File: config.mk
export PLATFORM = sky130hd
export DESIGN_NAME = bracket_spacing_decoder
export DESIGN_NICKNAME = d
export VERILOG_FILES = /design/src/rtl/bpd_pkg.sv /design/src/rtl/bpd_down_timer.sv /design/src/rtl/bpd_sample_osc.sv /design/src/rtl/bpd_pulse_gen.sv /design/src/rtl/bracket_spacing_decoder.sv
export SDC_FILE = /design/constraint.sdc
export NUM_CORES = 1
export LEC_CHECK = 0
export BUFFER_PORTS_ARGS = -buffer_cell sky130_fd_sc_hd__buf_2
export CORE_UTILIZATION = 31
export DETAILED_ROUTE_END_ITERATION = 12
export PLACE_DENSITY = 0.43
export SLEW_MARGIN = 20
export SYNTH_ARGS = -nofsm -noshare
export SYNTH_HDL_FRONTEND = slang
export SYNTH_SLANG_ARGS = --single-unit
File: constraint.sdc
create_clock -name clk -period 2.2 [get_ports clk]
set_input_delay 0.22 -clock clk [delete_from_list [all_inputs] [get_ports clk]]
set_output_delay 0.22 -clock clk [all_outputs]
set_load 0.01 [all_outputs]
File: src/rtl/bpd_pkg.sv
package bpd_pkg;

    // Observable timing state of one bracket session
    typedef struct packed {
        logic win;
        logic inh;
        logic smp;
    } bpd_timing_t;

    // Where a session currently stands
    typedef enum logic [1:0] {
        SESS_IDLE = 2'd0,
        SESS_OPEN = 2'd1,
        SESS_LATE = 2'd2
    } bpd_sess_e;

    function automatic bpd_sess_e sess_of(input bpd_timing_t t);
        if (!t.inh)
            return SESS_IDLE;
        else if (t.win)
            return SESS_OPEN;
        else
            return SESS_LATE;
    endfunction

    // True when an oscillator phase lies inside a sample pulse centred on phase 0
    function automatic logic phase_hit(input int unsigned ph,
                                       input int unsigned per,
                                       input int unsigned sw);
        int unsigned hi;
        int unsigned lo;
        hi = sw / 2;
        lo = sw - hi;
        return (ph < lo) || (ph >= per - hi);
    endfunction

endpackage

File: src/rtl/bpd_down_timer.sv
module bpd_down_timer #(
    parameter int unsigned LEN = 1900
) (
    input  logic clk,
    input  logic rst,
    input  logic load,
    output logic active
);
    localparam int unsigned CW = $clog2(LEN + 1);

    logic [CW-1:0] cnt_q;

    always_ff @(posedge clk) begin
        if (rst)
            cnt_q <= '0;
        else if (load)
            cnt_q <= CW'(LEN);
        else if (cnt_q != '0)
            cnt_q <= cnt_q - 1'b1;
    end

    assign active = (cnt_q != '0);
endmodule

File: src/rtl/bpd_sample_osc.sv
module bpd_sample_osc
    import bpd_pkg::*;
#(
    parameter int unsigned PERIOD = 185,
    parameter int unsigned WIDTH  = 35
) (
    input  logic clk,
    input  logic rst,
    input  logic restart,
    input  logic run,
    output logic sample
);
    localparam int unsigned PW = (PERIOD > 1) ? $clog2(PERIOD) : 1;
    localparam logic [PW-1:0] LAST = PW'(PERIOD - 1);

    logic [PW-1:0] phase_q;

    always_ff @(posedge clk) begin
        if (rst)
            phase_q <= '0;
        else if (restart)
            phase_q <= '0;
        else if (run)
            phase_q <= (phase_q == LAST) ? '0 : phase_q + 1'b1;
        else
            phase_q <= '0;
    end

    assign sample = run && phase_hit(32'(phase_q), PERIOD, WIDTH);
endmodule

File: src/rtl/bpd_pulse_gen.sv
module bpd_pulse_gen #(
    parameter int unsigned OUT_W = 20
) (
    input  logic clk,
    input  logic rst,
    input  logic arm,
    input  logic fire_req,
    output logic pulse
);
    localparam int unsigned CW = $clog2(OUT_W + 1);

    logic [CW-1:0] cnt_q;
    logic          done_q;
    logic          fire_go;

    assign fire_go = fire_req && !done_q;

    always_ff @(posedge clk) begin
        if (rst)
            done_q <= 1'b0;
        else if (arm)
            done_q <= 1'b0;
        else if (fire_go)
            done_q <= 1'b1;
    end

    always_ff @(posedge clk) begin
        if (rst)
            cnt_q <= '0;
        else if (fire_go)
            cnt_q <= CW'(OUT_W);
        else if (cnt_q != '0)
            cnt_q <= cnt_q - 1'b1;
    end

    assign pulse = (cnt_q != '0);
endmodule

File: src/rtl/bracket_spacing_decoder.sv
module bracket_spacing_decoder
    import bpd_pkg::*;
#(
    parameter int unsigned WIN_CYC = 1900,
    parameter int unsigned INH_CYC = 2400,
    parameter int unsigned PER_CYC = 185,
    parameter int unsigned SMP_CYC = 35,
    parameter int unsigned OUT_CYC = 20
) (
    input  logic clk,
    input  logic rst,
    input  logic pulse_det_i,
    output logic pair_ok_o,
    output logic window_o,
    output logic inhibit_o,
    output logic sample_o
);
    bpd_timing_t tm;
    bpd_sess_e   sess;
    logic        start;
    logic        fire_req;

    // Only the start path honours the inhibit; the decode path sees the raw pulse
    assign start    = pulse_det_i && !tm.inh;
    assign sess     = sess_of(tm);
    assign fire_req = pulse_det_i && (sess == SESS_LATE) && tm.smp;

    bpd_down_timer #(.LEN(WIN_CYC)) u_win (
        .clk    (clk),
        .rst    (rst),
        .load   (start),
        .active (tm.win)
    );

    bpd_down_timer #(.LEN(INH_CYC)) u_inh (
        .clk    (clk),
        .rst    (rst),
        .load   (start),
        .active (tm.inh)
    );

    bpd_sample_osc #(.PERIOD(PER_CYC), .WIDTH(SMP_CYC)) u_osc (
        .clk     (clk),
        .rst     (rst),
        .restart (start),
        .run     (tm.inh),
        .sample  (tm.smp)
    );

    bpd_pulse_gen #(.OUT_W(OUT_CYC)) u_out (
        .clk      (clk),
        .rst      (rst),
        .arm      (start),
        .fire_req (fire_req),
        .pulse    (pair_ok_o)
    );

    assign window_o  = tm.win;
    assign inhibit_o = tm.inh;
    assign sample_o  = tm.smp;
endmodule

==> flow_metrics.py <==
metrics = {
    "placement": {
        "dp_slack_ns": 0.0807,
        "place.gp.congestion": 0.727,
        "place_hpwl_um": 2890,
        "placed_cells": 304,
        "port_buffers": 6,
    },
    "critical_path": {
        "crit_chain": "or3_4 > nor4_4 > inv_4 > nand3_2 > inv_1 > buf_2",
        "cpMaxStageDelayCell": "or3_4",
        "cp.arrival_ns": 1.84,
        "cpPeakStageDelay_ns": 0.45,
        "cp_top_family": "simple AND/OR/NAND/NOR gates",
        "path_buf_inv": 3,
        "cp-start-kind": "flip-flop",
        "worstPathRequired_ns": 1.98,
        "crit_type": "reg2out",
        "path_max_fanout": 7,
        "endpoint_kind": "output port",
    },
    "logic_synthesis": {
        "netlist.area_leader.share_pct": 38.6,
        "ys_seq_area_share_pct": 38.6,
        "synth_seq_cells": 37,
        "synth_most_common_cell": "dfxtp_1",
        "yosysWarnings": 0,
        "synth_area_sq_um": 1920,
        "synth_common_cells": "37 x dfxtp_1, 25 x nor2_1, 18 x inv_1, 16 x a21oi_1, 15 x nor3_1",
        "ys_types": 48,
        "ys.flop_type": "dfxtp_1",
        "synth_edf_count": 0,
        "synthCells": 225,
        "async_flop_share_pct": 0,
        "synthTopCellsByArea": "dfxtp_1 39%, nor2_1 4.9%, a21oi_1 4.2%, ha_1 3.9%, nor3_1 3.9%",
        "syn_nets": 234,
        "avgSynthCellArea_sq_um": 8.52,
        "synth_area_leader_cell": "dfxtp_1",
    },
    "drt": {
        "dr.pass1.iters": 4,
        "drt_wl_total_um": 4100,
        "vias": 1612,
        "final_antenna_net_count": 0,
        "wl_per_cell_um": 13.1,
        "drc": 0,
        "drt_iter0_drc": 94,
        "post_drt_via_cell_ratio": 5.13,
    },
    "sta": {
        "final_hold_viol_count": 0,
        "setup_viol": 0,
        "fin_setup_tns_ns": 0,
        "post-route-period-util_pct": 93.7,
        "slew_headroom_pct": 65.2,
        "slew_violations": 0,
        "fin_skew_ns": 0.00767,
        "fin_ws_ns": 0.138,
        "max_slew.worst_pin.slew_ns": 0.514,
        "max_clock_freq_mhz": 485,
        "rsz0062_at_grt": "no",
        "layout_min_cycle_time_ns": 2.06,
    },
    "floorplan": {
        "fp-row-count": 28,
        "die_height_um": 80.6,
        "dieArea_sq_um": 6500,
        "initial_utilization_pct": 32.2,
        "io_pins": 7,
        "core_area_sq_um": 5960,
        "die_x_um": 80.6,
    },
    "worst_hold_path": {
        "hold_class": "in2reg",
    },
    "global_route": {
        "grt_pass1_wl_um": 7250,
        "grt_pass1_vias": 1538,
        "grt_max_degree": 21,
        "antenna_found_initial": 0,
        "grt_use_total_pct": 14.5,
        "grt_overflow": 0,
    },
    "cells_and_area": {
        "drive_above_1_share_pct": 15.9,
        "fin_cells": 314,
        "area_delta_synth_final_pct": 15.3,
        "nNetsFinal": 247,
        "fin_util_pct": 37.1,
        "antenna_cells": 0,
    },
    "power_and_ir_drop": {
        "clkPwrFrac_pct": 20.6,
        "seqPwrFrac_pct": 31.6,
        "switchingPower_mw": 1.38,
        "combPwrFrac_pct": 47.8,
        "power_mw": 3.45,
        "p_per_area_nw_per_um2": 1560,
        "leakage_nw": 0.841,
        "p_sw_share_pct": 40.0,
        "ir_worst_vdd_uv": 475,
        "p_int_mw": 2.07,
    },
    "clock_tree": {
        "clockBufferDepth": 2,
        "worstSkewPairLatency_ns": 0.30,
        "htree_num_levels": 2,
        "clk_pin_slew_ns": 0.08,
        "cts_hold_buf": 0,
        "cts_tree": "yes",
        "clock-root-buffer": "clkbuf_8",
        "cts_buffers": 5,
        "clock_sinks": 37,
    },
    "run_status": {
        "status": "completed",
    },
    "job": {
        "drv_cap": 0,
    },
}
[stage by stage]
step           hold WS [ns]  cell area [sq um]
2_1_floorplan         0.385               1920
3_3_place_gp          0.458               2040
3_5_place_dp          0.458               2040
4_1_cts               0.260               2180
5_1_grt               0.294               2210
6_report              0.263               2210
[power by group through the flow]
stage	combinational [mW]	clock, mW	sequential (mW)
2_1_floorplan	1.29	0	1.05
3_3_place_gp	1.62	0	1.10
3_5_place_dp	1.59	0	1.10
4_1_cts	1.61	0.733	1.09
5_1_grt	1.87	0.762	1.12
6_report	1.65	0.710	1.09
[kinds of logic after synthesis]
| family | count (synthesis) | synth area share (%) |
|---|---|---|
| AO/OA/AOI/OAI | 41 | 14.6 |
| multiplexers | 2 | 1.11 |
| AND/OR/NAND/NOR | 101 | 30.3 |
| buffers and inverters | 25 | 5.48 |
| adder cells (fa/ha/maj) | 6 | 3.92 |
| XOR/XNOR | 13 | 5.94 |
| flip-flops | 37 | 38.6 |
[sequential cells by signal, indices dropped and copies added (netlist names)]
register,cells
u_win.cnt_q,11
u_out.cnt_q,5
u_out.done_q,1
u_inh.cnt_q,12
u_osc.phase_q,8
[timing repair]
action                                 in CTS  in global routing
setup endpoints to repair                   0                  8
buffers inserted                            0                  2
gates resized for setup                     0                  4
endpoints found under the hold margin       0                  0
[cell type report]
class,count,area [sq um]
Fill cell,637,3750
Multi-Input combinational cell,163,1090
Sequential cell,37,741
Inverter,19,73.8
Timing Repair Buffer,12,75.1
Clock buffer,5,68.8
Tap cell,75,93.8
Clock inverter,3,65.1
[final timing paths]
| check | endpoint | from | slack (ns) | depth (start not counted) |
|---|---|---|---|---|
| setup reg to reg | u_out.cnt_q[0]$_SDFFE_PP0P_ | u_win.cnt_q[0]$_SDFFE_PP0P_ | 0.20 | 6 |
| hold reg to reg | u_osc.phase_q[0]$_SDFF_PP0_ | u_osc.phase_q[0]$_SDFF_PP0_ | 0.47 | 1 |
| setup / recovery | sample_o | u_inh.cnt_q[2]$_SDFFE_PP0N_ | 0.14 | 6 |
| hold / removal | u_out.done_q$_SDFFE_PP0P_ | pulse_det_i | 0.26 | 3 |
[worst register-to-register path: stages (launching register included)]
cell     delay (ns)
dfxtp_1        0.33
inv_1          0.09
ha_1           0.21
or4b_4         0.55
nor4_1         0.37
and4_4         0.28
nor3_1         0.05
[cells in the final DEF, fill, tap and decap left out, types with 6 or more instances in the layout]
cell type  synthesis  layout
dfxtp_1           37      37
nand3_1           11      10
xnor2_1            6       6
buf_4              0       6
inv_1             18      18
nor2_1            25      25
nor3_1            15      15
buf_2              3       6
xor2_1             7       7
ha_1               6       6
a21oi_1           16      16
nand2_1            8       8
[routing by layer]
metal,vias to the layer above,wire (um),part of all wire [%],track usage [%]
li1,840,-,-,-
met1,747,2090,51,19.0
met2,19,1850,45,22.9
met3,6,101,2.5,3.41
met4,0,59,1.4,5.36
met5,-,0,0,0
No activity file was read; power rests on OpenSTA's default activity.
